===== src/rtl/vl_lane_pkg.sv =====
package vl_lane_pkg;
  localparam int SEL_W    = 3;
  localparam int NUM_LREG = 7;

  typedef enum logic {
    MODE_VECTOR = 1'b0,
    MODE_SCALAR = 1'b1
  } vl_mode_e;
endpackage


===== src/rtl/vl_sel_decode.sv =====
module vl_sel_decode
  import vl_lane_pkg::*;
(
  input  logic [SEL_W-1:0] sel_i,
  output vl_mode_e         mode_o,
  output logic [SEL_W-1:0] reg_idx_o
);
  always_comb begin
    if (sel_i == '0) begin
      mode_o    = MODE_SCALAR;
      reg_idx_o = '0;
    end else begin
      mode_o    = MODE_VECTOR;
      reg_idx_o = sel_i - SEL_W'(1);
    end
  end
endmodule


===== src/rtl/vl_len_select.sv =====
module vl_len_select
  import vl_lane_pkg::*;
#(
  parameter int REG_W = 64
) (
  input  logic [NUM_LREG*REG_W-1:0] regs_i,
  input  logic [SEL_W-1:0]          idx_i,
  output logic [REG_W-1:0]          len_o
);
  logic [REG_W-1:0] words [NUM_LREG];

  for (genvar k = 0; k < NUM_LREG; k++) begin : g_unpack
    assign words[k] = regs_i[k*REG_W +: REG_W];
  end

  always_comb begin
    len_o = '0;
    for (int k = 0; k < NUM_LREG; k++) begin
      if (idx_i == SEL_W'(k)) len_o = words[k];
    end
  end
endmodule


===== src/rtl/vl_mask_gen.sv =====
module vl_mask_gen
  import vl_lane_pkg::*;
#(
  parameter int MAX_LANES = 8,
  parameter int REG_W     = 64,
  localparam int CNT_W    = $clog2(MAX_LANES + 1)
) (
  input  logic [REG_W-1:0]     len_i,
  input  vl_mode_e             mode_i,
  output logic [CNT_W-1:0]     count_o,
  output logic [MAX_LANES-1:0] mask_o,
  output logic                 over_o
);
  localparam logic [REG_W-1:0] MAX_W = REG_W'(MAX_LANES);

  function automatic logic [CNT_W-1:0] eff_count(input logic [REG_W-1:0] len,
                                                  input vl_mode_e mode);
    if (mode == MODE_SCALAR)  return CNT_W'(1);
    else if (len > MAX_W)     return CNT_W'(MAX_LANES);
    else                      return len[CNT_W-1:0];
  endfunction

  assign over_o  = (mode_i == MODE_VECTOR) && (len_i > MAX_W);
  assign count_o = eff_count(len_i, mode_i);

  for (genvar i = 0; i < MAX_LANES; i++) begin : g_lane
    assign mask_o[i] = (count_o > CNT_W'(i));
  end
endmodule


===== src/rtl/vl_clamp.sv =====
module vl_clamp #(
  parameter int MAX_LANES = 8,
  parameter int REG_W     = 64
) (
  input  logic [REG_W-1:0] remain_i,
  output logic [REG_W-1:0] clamp_o
);
  function automatic logic [REG_W-1:0] umin(input logic [REG_W-1:0] a,
                                             input logic [REG_W-1:0] b);
    return (a < b) ? a : b;
  endfunction

  assign clamp_o = umin(remain_i, REG_W'(MAX_LANES));
endmodule


===== src/rtl/vl_lane_decode.sv =====
module vl_lane_decode
  import vl_lane_pkg::*;
#(
  parameter int MAX_LANES = 8,
  parameter int REG_W     = 64,
  localparam int CNT_W    = $clog2(MAX_LANES + 1)
) (
  input  logic                      clk,
  input  logic                      rst_n,
  input  logic                      dec_valid_i,
  input  logic [SEL_W-1:0]          vl_sel_i,
  input  logic [NUM_LREG*REG_W-1:0] len_regs_i,
  input  logic [REG_W-1:0]          remain_i,
  output logic                      out_valid_o,
  output logic                      scalar_o,
  output logic [CNT_W-1:0]          lane_count_o,
  output logic [MAX_LANES-1:0]      lane_mask_o,
  output logic                      len_err_o,
  output logic [REG_W-1:0]          clamp_o
);
  vl_mode_e             mode_w;
  logic [SEL_W-1:0]     idx_w;
  logic [REG_W-1:0]     len_w;
  logic [CNT_W-1:0]     count_w;
  logic [MAX_LANES-1:0] mask_w;
  logic                 over_w;
  logic [REG_W-1:0]     clamp_w;
  logic                 capture_w;

  assign capture_w = dec_valid_i;

  vl_sel_decode u_dec (
    .sel_i     (vl_sel_i),
    .mode_o    (mode_w),
    .reg_idx_o (idx_w)
  );

  vl_len_select #(.REG_W(REG_W)) u_sel (
    .regs_i (len_regs_i),
    .idx_i  (idx_w),
    .len_o  (len_w)
  );

  vl_mask_gen #(.MAX_LANES(MAX_LANES), .REG_W(REG_W)) u_mask (
    .len_i   (len_w),
    .mode_i  (mode_w),
    .count_o (count_w),
    .mask_o  (mask_w),
    .over_o  (over_w)
  );

  vl_clamp #(.MAX_LANES(MAX_LANES), .REG_W(REG_W)) u_clamp (
    .remain_i (remain_i),
    .clamp_o  (clamp_w)
  );

  always_ff @(posedge clk) begin
    if (!rst_n) begin
      out_valid_o  <= 1'b0;
      scalar_o     <= 1'b0;
      lane_count_o <= '0;
      lane_mask_o  <= '0;
      len_err_o    <= 1'b0;
      clamp_o      <= '0;
    end else begin
      out_valid_o <= capture_w;
      if (capture_w) begin
        scalar_o     <= (mode_w == MODE_SCALAR);
        lane_count_o <= count_w;
        lane_mask_o  <= mask_w;
        len_err_o    <= over_w;
        clamp_o      <= clamp_w;
      end
    end
  end
endmodule


===== config.mk =====
export PLATFORM = sky130hd
export DESIGN_NAME = vl_lane_decode
export DESIGN_NICKNAME = d
export VERILOG_FILES = /design/src/rtl/vl_lane_pkg.sv /design/src/rtl/vl_sel_decode.sv /design/src/rtl/vl_len_select.sv /design/src/rtl/vl_mask_gen.sv /design/src/rtl/vl_clamp.sv /design/src/rtl/vl_lane_decode.sv
export SDC_FILE = /design/constraint.sdc
export NUM_CORES = 1
export LEC_CHECK = 0
export CORE_AREA = 2 2 235 237
export DETAILED_ROUTE_END_ITERATION = 8
export DIE_AREA = 0 0 237 239
export GPL_ROUTABILITY_DRIVEN = 0
export HOLD_SLACK_MARGIN = 0.03
export PLACE_DENSITY_LB_ADDON = 0.2
export SKIP_CTS_REPAIR_TIMING = 1
export SLEW_MARGIN = 20
export SYNTH_ARGS = -nofsm -noshare
export SYNTH_HDL_FRONTEND = slang
export SYNTH_HIERARCHICAL = 1
export SYNTH_SLANG_ARGS = --single-unit

===== constraint.sdc =====
create_clock -name clk -period 5.1 [get_ports clk]
set_clock_uncertainty 0.2 [all_clocks]
set_input_delay 1.53 -clock clk [delete_from_list [all_inputs] [get_ports clk]]
set_output_delay 1.53 -clock clk [all_outputs]
set_load 0.005 [all_outputs]

==> flow_summary.ini, run 1 <==
[die]
coreArea_sq_um = 54300
die_w_um = 237
rows = 86
dieArea_sq_um = 56600
die_h_um = 239
start_util_pct = 15.5
boundaryPins = 597

[critical_path]
crit_path_top_delay_cell = nor4_2
crit_type = in2reg
path_max_fanout = 14
reg2reg_depth = 2
cp.required_ns = 5.15
cpPeakStageDelay_ns = 0.40
end_kind = flop
arrival_ns = 4.99
crit_path_frequent_cell = buf_4
rrSetupSlack_ns = 4.28
critical_path.cell_chain = dlymetal6s2s_1, nand2b_4, o21ai_4, buf_6, buf_12, mux2i_2, o2bb2ai_1, a221oi_1, nor2_1, nor4_2, nand4_1, buf_4, nor4_4, buf_4, clkbuf_16, a31oi_1, mux2i_1, nor2b_1
crit_path_start_kind = primary input

[route]
wl_um = 53200
drc_errors = 0
vias = 10200
drt_iter0_markers = 571
antenna_left = 0
via_per_inst = 4.38
routedWlPerCell_um = 22.9
dr.pass1.iters = 6

[timing]
fin_crit_sh_pct = 96.9
tightest_slew_ns = 0.960
hold_viol_final = 0
setup_viol_count_final = 0
rsz0062_at_grt = no
final_max_slew_viol_count = 0
min_period_ns = 4.94
max_freq_mhz = 202
relSlewSlack_pct = 35.6
worst_slack_ns = 0.159

[clocking]
clockBufferDepth = 2
cts-root-buf = clkbuf_16
cts.sinks = 79
cts_max_level = 3
cts_tree = yes
worstSkewPairLatency_ns = 0.35
path_clk_slew_ns = 0.06
cts-buffers-inserted = 9

[logic_synthesis]
postSynth.asyncResetShare_pct = 0
ys_seq_elements = 79
synth_edf_count = 0
synthFlopType = dfxtp_1
synthesis.area_sq_um = 8410
synth_cells = 992
yosysWarnings = 6
avgSynthCellArea_sq_um = 8.48
yosysTopAreaCellShare_pct = 18.8
yosys.area.top_type = dfxtp_1
ys_types = 38
synth_area_leaders = dfxtp_1, mux2i_1, mux2_2
yosysSeqAreaShare_pct = 18.8

[job]
cap_violations = 0

[placement]
dp_hpwl_um = 44000
io_buffers = 596
postPlaceCellArea_sq_um = 15500
preCtsSetupSlack_ns = -0.531

[grt]
grt_overflow_total = 0
antenna_found_initial = 26
grt_max_degree = 72
grt_usage_pct = 17.7
grt_pass1_vias = 10500
grt_pass1_wl_um = 73800

[finish]
layout_commonest_cell = clkdlybuf4s50_1
synthToLayoutAreaGrowth_pct = 91.9
final_cell_area_sq_um = 16100
fin_util_pct = 29.7
nets = 2117
regArea_sq_um = 1580
post_route_cells_drive_above_1_share_pct = 13.8
filler_cell_count = 5729
final_cell_mix = clkdlybuf4s50_1, mux2i_1, dfxtp_1
multi_input_area_sq_um = 6160

[run_status]
outcome = finished clean

[worst_hold_path]
min_path_type = reg2reg
worstHoldPathCells = 2

[pwr]
p_per_area_nw_per_um2 = 168
power_mw = 2.72
max-vdd-ir-drop_uv = 187
power_leakage_nw = 5.98
[cells by family after synthesis]
kind of cell           Yosys count  share of synthesized area, %
AO/OA/AOI/OAI                  271                          25.1
other                            1                        0.0446
AND/OR/NAND/NOR                267                          18.2
flip-flops                      79                          18.8
buffers and inverters          168                          12.4
multiplexers                   206                          25.5
[power by group]
part | internal (mW) | switching, mW
clock | 0.495 | 0.281
sequential | 0.653 | 0.0184
combinational | 0.760 | 0.511
total | 1.91 | 0.810
[metal layers]
| layer | vias up | share of wire [%] | GRT usage [%] |
|---|---|---|---|
| li1 | 4913 | - | - |
| met1 | 4802 | 38 | 19.3 |
| met2 | 392 | 51 | 32.4 |
| met3 | 61 | 8.2 | 5.81 |
| met4 | 12 | 2.2 | 5.70 |
| met5 | - | 0.16 | 0 |
[layout make-up]
cell class / count / share of cell area [%]
repair buffers: 701 / 44.1
multi-input cells: 804 / 38.2
flip-flops and latches: 79 / 9.80
well taps: 704 / 5.46
clock buffers: 10 / 1.48
clock inverters: 6 / 0.713
diodes: 15 / 0.233
inverters: 4 / 0.109
[synthesized netlist by cell type (all sizes together), types with 42 or more instances]
| cell type | instances |
|---|---|
| dfxtp | 79 |
| mux2i | 142 |
| mux2 | 64 |
| nor2b | 79 |
| o2bb2ai | 64 |
| a221oi | 64 |
| clkbuf | 42 |
| a21oi | 68 |
| nand2b | 66 |
| buf | 122 |
| o32ai | 64 |
| nor2 | 68 |
[registers in the layout, summed over array words and instances, names as in the netlist]
register / count
len_err_o: 1
out_valid_o: 1
lane_count_o: 4
clamp_o: 64
lane_mask_o: 8
scalar_o: 1
[metrics by stage]
| stage | setup TNS, ns | hold slack (ns) | std cells |
|---|---|---|---|
| after floorplan | 0 | 0.307 | 1051 |
| after global placement | -6.95 | 0.298 | 2284 |
| after detailed placement | -6.31 | 0.306 | 2284 |
| after CTS | -1.63 | 0.321 | 2300 |
| after global routing | 0 | 0.341 | 2320 |
| final | 0 | 0.316 | 2323 |
[worst paths after layout]
check                                     from        endpoint
worst min-delay path                clamp_o[1]      clamp_o[1]
worst min register to register      clamp_o[1]      clamp_o[1]
worst max-delay path               vl_sel_i[0]  lane_mask_o[6]
worst max register to register  lane_mask_o[3]  lane_mask_o[3]
[worst max-delay path, delay by kind of cell]
family	cells	cell delay (ns)
and+or+nand+nor	6	1.27
buffers and inverters	6	1.05
AOI/OAI and AO/OA	4	0.69
muxes	2	0.42
No activity file was read; power rests on OpenSTA's default activity.
==> inputs of run 2 (changes only) <==
--- a/config.mk
+++ b/config.mk
@@ -11,6 +11,7 @@
 export GPL_ROUTABILITY_DRIVEN = 0
 export HOLD_SLACK_MARGIN = 0.03
 export PLACE_DENSITY_LB_ADDON = 0.2
+export SETUP_SLACK_MARGIN = 0.1
 export SKIP_CTS_REPAIR_TIMING = 1
 export SLEW_MARGIN = 20
 export SYNTH_ARGS = -nofsm -noshare
==> run 2 against run 1 <==
Non-clock buffer count increased by 12. Clock power about the same. Clock-buffer cell count unchanged. Worst hold slack barely moved. Cell area is 1.3% higher. Global-route usage unchanged.
==> flow_summary.ini, run 2 (synthesis gave the netlist of run 1 again) <==
[critical_path]
arrival_ns = 4.94
path_max_fanout = 7
crit_type = in2reg
crit_path_start_kind = primary input
end_kind = flop
cp.required_ns = 5.15
rrSetupSlack_ns = 4.28

[die]
start_util_pct = 15.5
boundaryPins = 597
die_h_um = 239
coreArea_sq_um = 54300
die_w_um = 237
dieArea_sq_um = 56600
rows = 86

[clocking]
cts_max_level = 3
cts.sinks = 79
cts_tree = yes
clockBufferDepth = 2
worstSkewPairLatency_ns = 0.35
cts-buffers-inserted = 9
cts-root-buf = clkbuf_16
path_clk_slew_ns = 0.06

[job]
cap_violations = 0

[grt]
use_met3_pct = 5.81
grt_util_met1_pct = 19.3
grt_usage_pct = 17.7
antenna_found_initial = 26
met2_usage_pct = 32.4
grt_overflow_total = 0
top_usage_layer = met2
grt_pass1_wl_um = 73800
grt_pass1_vias = 10500
grt_max_degree = 72

[route]
dr.pass1.iters = 5
wl_um = 53900
antenna_left = 0
routedWlPerCell_um = 23.1
via_per_inst = 4.38
drc_errors = 0
drt_iter0_markers = 554
vias = 10200

[timing]
worst_slack_ns = 0.201
min_period_ns = 4.90
tightest_slew_ns = 0.970
tns_ns = 0
hold_viol_final = 0
final_max_slew_viol_count = 0
fin_crit_sh_pct = 96.1
max_freq_mhz = 204
relSlewSlack_pct = 35.0
setup_viol_count_final = 0

[finish]
final_cell_mix = clkdlybuf4s50_1, mux2i_1, buf_4
layout_commonest_cell = clkdlybuf4s50_1
largest_reg_flops = 64
post_route_cells_drive_above_1_share_pct = 14.9
nets = 2129
synthToLayoutAreaGrowth_pct = 94.3
largest-register = clamp_o
filler_cell_count = 5715
top_regs = clamp_o x64, lane_mask_o x8, lane_count_o x4

[pwr]
power_mw = 2.75
p_per_area_nw_per_um2 = 168
power_leakage_nw = 6.06
max-vdd-ir-drop_uv = 187

[worst_hold_path]
min_path_type = reg2reg

[placement]
dp_hpwl_um = 44000
io_buffers = 596
preCtsSetupSlack_ns = -0.531

[run_status]
outcome = finished clean
## run 2: changes by cell type in the layout (fill, tap and decap cells not counted), moves of 2 or more
cell / before / now
buf_4: 77 / 82
clkbuf_16: 12 / 15
a221oi_1: 58 / 56
a221oi_2: 6 / 8
buf_12: 23 / 25
clkbuf_2: 0 / 2
dlymetal6s2s_1: 3 / 1
mux2i_1: 138 / 136
## run 2: final cells by class
class	count	area (sq um)	share of cell area, %
multi-input combinational	804	6200	37.9
antenna	16	40.0	0.245
inverter	4	17.5	0.107
timing repair buffer	713	7280	44.5
clock buffer	10	239	1.46
tap	704	881	5.39
sequential	79	1580	9.67
clock inverter	6	115	0.704
## run 2: routing by layer
| layer | wire, um | vias up | part of all wire [%] |
|---|---|---|---|
| met5 | 76 | - | 0.14 |
| met4 | 1250 | 12 | 2.3 |
| met3 | 4450 | 59 | 8.3 |
| met2 | 27600 | 405 | 51 |
| met1 | 20500 | 4811 | 38 |
| li1 | - | 4954 | - |
## run 2: worst paths after layout
| path | to | depth (start not counted) | from |
|---|---|---|---|
| hold reg to reg | clamp_o[1] | 2 | clamp_o[1] |
| setup reg to reg | lane_mask_o[3] | 2 | lane_mask_o[3] |
| hold / removal | clamp_o[1] | 2 | clamp_o[1] |
| setup / recovery | lane_mask_o[6] | 19 | vl_sel_i[2] |
## run 2: critical path: stages
cell and delay (ns):
dlymetal6s2s_1 0.19, nand2b_4 0.08, o21ai_4 0.18, buf_12 0.16
buf_8 0.14, buf_12 0.15, mux2i_4 0.24, o2bb2ai_2 0.07
a221oi_1 0.27, nor2_1 0.09, nor4_2 0.41, nand4_1 0.22
buf_4 0.20, nor4_4 0.34, buf_4 0.20, clkbuf_16 0.14
a31oi_1 0.07, mux2i_1 0.17, nor2b_1 0.06
## run 2: metrics by stage
stage               hold WS, ns  instance area [sq um]  std cells  utilization (%)
global placement          0.298                  15500       2284             28.5
CTS                       0.321                  15800       2300             29.2
floorplan                 0.307                   8630       1051                -
detailed placement        0.306                  15500       2284             28.5
global route              0.341                  16300       2332             30.1
finish                    0.316                  16300       2336             30.1
## run 2: power by group
| part | internal [mW] | total (mW) | switching (mW) |
|---|---|---|---|
| combinational | 0.779 | 1.30 | 0.521 |
| clock | 0.495 | 0.777 | 0.281 |
| sequential | 0.653 | 0.671 | 0.0184 |
| total | 1.93 | 2.75 | 0.821 |
==> inputs of run 3 (changes only) <==
--- a/config.mk
+++ b/config.mk
@@ -5,10 +5,10 @@
 export SDC_FILE = /design/constraint.sdc
 export NUM_CORES = 1
 export LEC_CHECK = 0
-export CORE_AREA = 2 2 235 237
+export ABC_AREA = 1
+export CORE_AREA = 2 2 233 235
 export DETAILED_ROUTE_END_ITERATION = 8
-export DIE_AREA = 0 0 237 239
-export GPL_ROUTABILITY_DRIVEN = 0
+export DIE_AREA = 0 0 235 237
 export HOLD_SLACK_MARGIN = 0.03
 export PLACE_DENSITY_LB_ADDON = 0.2
 export SETUP_SLACK_MARGIN = 0.1
==> run 3 against run 2 <==
Die area shrank 1.7%. Cell count up 21%. Clock-buffer cell count rose by 4. Worst hold slack lost 0.046 ns. Sequential share of layout area is 0.68 points higher. Worst setup slack better by 0.24 ns. Combinational power shrank 13%. Wire length decreased by 7.8%. Synthesized cell count is 56% higher. Sequential power grew 2%. Register-to-register slack lost 0.02 ns. Critical endpoint is now lane_mask_o[4]. Largest power group unchanged.
==> flow_summary.ini, run 3 <==
[timing]
hold_viol_final = 0
rsz0062_at_grt = no
hold_ws_ns = 0.270
setup_viol_count_final = 0
max_freq_mhz = 215
final_max_slew_viol_count = 0
worst_slack_ns = 0.443
min_period_ns = 4.66
fin_crit_sh_pct = 91.3
relSlewSlack_pct = 39.4
tightest_slew_ns = 0.910

[clocking]
cts_tree = yes
cts_max_level = 3
path_clk_slew_ns = 0.06
clockBufferDepth = 2
cts-root-buf = clkbuf_16
worstSkewPairLatency_ns = 0.34
cts.sinks = 79
cts-buffers-inserted = 9

[run_status]
outcome = finished clean

[finish]
final_cell_mix = clkdlybuf4s50_1, nand2_1, nor2_1
synthToLayoutAreaGrowth_pct = 85.1
stdcell_count = 2817
largest_reg_flops = 64
largest-register = clamp_o
top_regs = clamp_o x64, lane_mask_o x8, lane_count_o x4
nets = 2621
post_route_cells_drive_above_1_share_pct = 4.51
layout_commonest_cell = clkdlybuf4s50_1
final_cell_area_sq_um = 15300

[grt]
grt_max_degree = 95
grt_pass1_wl_um = 72900
grt_overflow_total = 0
antenna_found_initial = 12
grt_pass1_vias = 11700
grt_usage_pct = 17.1

[placement]
place_congestion = 0.992
preCtsSetupSlack_ns = -0.111
io_buffers = 596
dp_cells = 2787
postPlaceCellArea_sq_um = 14900
dp_hpwl_um = 40500

[route]
antenna_left = 0
met3_length_um = 4170
routedWlPerCell_um = 17.6
met1_length_um = 19800
routed.top_layer = met4
drt_iter0_markers = 692
drc_errors = 0
dr.pass1.iters = 7
via_per_inst = 4.22
vias = 11900
wl_met2_um = 24700
wl_um = 49700

[logic_synthesis]
yosysSeqAreaShare_pct = 19.2
ys_seq_elements = 79
avgSynthCellArea_sq_um = 5.34
synth_common_cells = nand2_1, nor2_1, nand4_1
yosysTopAreaCellShare_pct = 19.2
synth_cells = 1546
ys_types = 22
synthFlopType = dfxtp_1
synth_area_leaders = dfxtp_1, nand2_1, nor2_1
postSynth.asyncResetShare_pct = 0
synth_edf_count = 0
yosys.area.top_type = dfxtp_1
yosysWarnings = 6
synthesis.area_sq_um = 8250
yosysMostFrequentCell = nand2_1

[die]
rows = 85
start_util_pct = 15.5
dieArea_sq_um = 55700
boundaryPins = 597
coreArea_sq_um = 53300
die_w_um = 235
die_h_um = 237

[critical_path]
crit_path_start_kind = primary input
reg2reg_depth = 2
end_kind = flop
cp.required_ns = 5.14
crit_type = in2reg
path_max_fanout = 17
arrival_ns = 4.70

[pwr]
p_sw_mw = 0.813
power.internal_mw = 1.68
p_sw_share_pct = 32.6
power_leakage_nw = 6.36
p_per_area_nw_per_um2 = 163
pwr-share-seq_pct = 27.5
max-vdd-ir-drop_uv = 166
pwr-share-clk_pct = 27.0
combPwrFrac_pct = 45.5

[job]
cap_violations = 0

[worst_hold_path]
worstHoldPathCells = 2
min_path_type = reg2reg
-- run 3: area by class of cell --
cell class | instances | area, sq um
Antenna cell | 13 | 32.5
Clock buffer | 14 | 254
Clock inverter | 2 | 38.8
Fill cell | 5963 | 38000
Inverter | 162 | 613
Multi-Input combinational cell | 1197 | 5290
Sequential cell | 79 | 1580
Tap cell | 696 | 871
Timing Repair Buffer | 654 | 6590
-- run 3: through the flow --
stage / power, mW / util (%) / setup TNS (ns)
floorplan: 1.16 / - / 0
global placement: 1.83 / 28.0 / -0.292
detailed placement: 1.83 / 28.0 / -0.531
CTS: 2.54 / 28.6 / 0
global route: 2.66 / 28.7 / 0
finish: 2.49 / 28.7 / 0
-- run 3: cells by family (layout without fill, tap and decap cells) --
kind of cell	after synthesis	in the layout	share of synthesized area, %
AO/OA/AOI/OAI	4	4	0.424
buffers and inverters	329	832	19.7
flip-flops	79	79	19.2
other	1	73	0.0454
AND/OR/NAND/NOR	1133	1133	60.7
-- run 3: worst paths after layout --
check,slack [ns],endpoint,startpoint
setup reg to reg,4.26,clamp_o[26],clamp_o[26]
hold / removal,0.27,clamp_o[29],clamp_o[29]
hold reg to reg,0.27,clamp_o[29],clamp_o[29]
setup / recovery,0.44,lane_mask_o[4],vl_sel_i[1]
-- run 3: critical path, stage by stage --
cell and delay (ns):
clkdlybuf4s50_1 0.54, nor2_2 0.07, buf_4 0.12, nor2_1 0.21, inv_6 0.09, buf_4 0.22
nor3_4 0.31, buf_4 0.31, nand2_1 0.07, nand4_1 0.18, inv_1 0.08, nand2_1 0.07
nand2_1 0.08, nand2_1 0.13, nor2_4 0.06, nand4_2 0.14, nand2_1 0.07, nor2_1 0.13
nor2_2 0.04, inv_1 0.06, nand2_1 0.05, nand2_1 0.06, nor2_1 0.05
-- run 3: power by group through the flow --
stage | Clock, mW | Sequential [mW] | Combinational [mW]
2_1_floorplan | 0 | 0.698 | 0.465
3_3_place_gp | 0 | 0.699 | 1.13
3_5_place_dp | 0 | 0.700 | 1.13
4_1_cts | 0.719 | 0.687 | 1.14
5_1_grt | 0.733 | 0.690 | 1.24
6_report | 0.673 | 0.685 | 1.13
-- run 3: metal layers --
metal	global-route usage (%)	up-vias
met5	0	-
met4	5.04	0
met3	4.07	55
met1	19.9	5310
met2	30.8	579
li1	-	5940
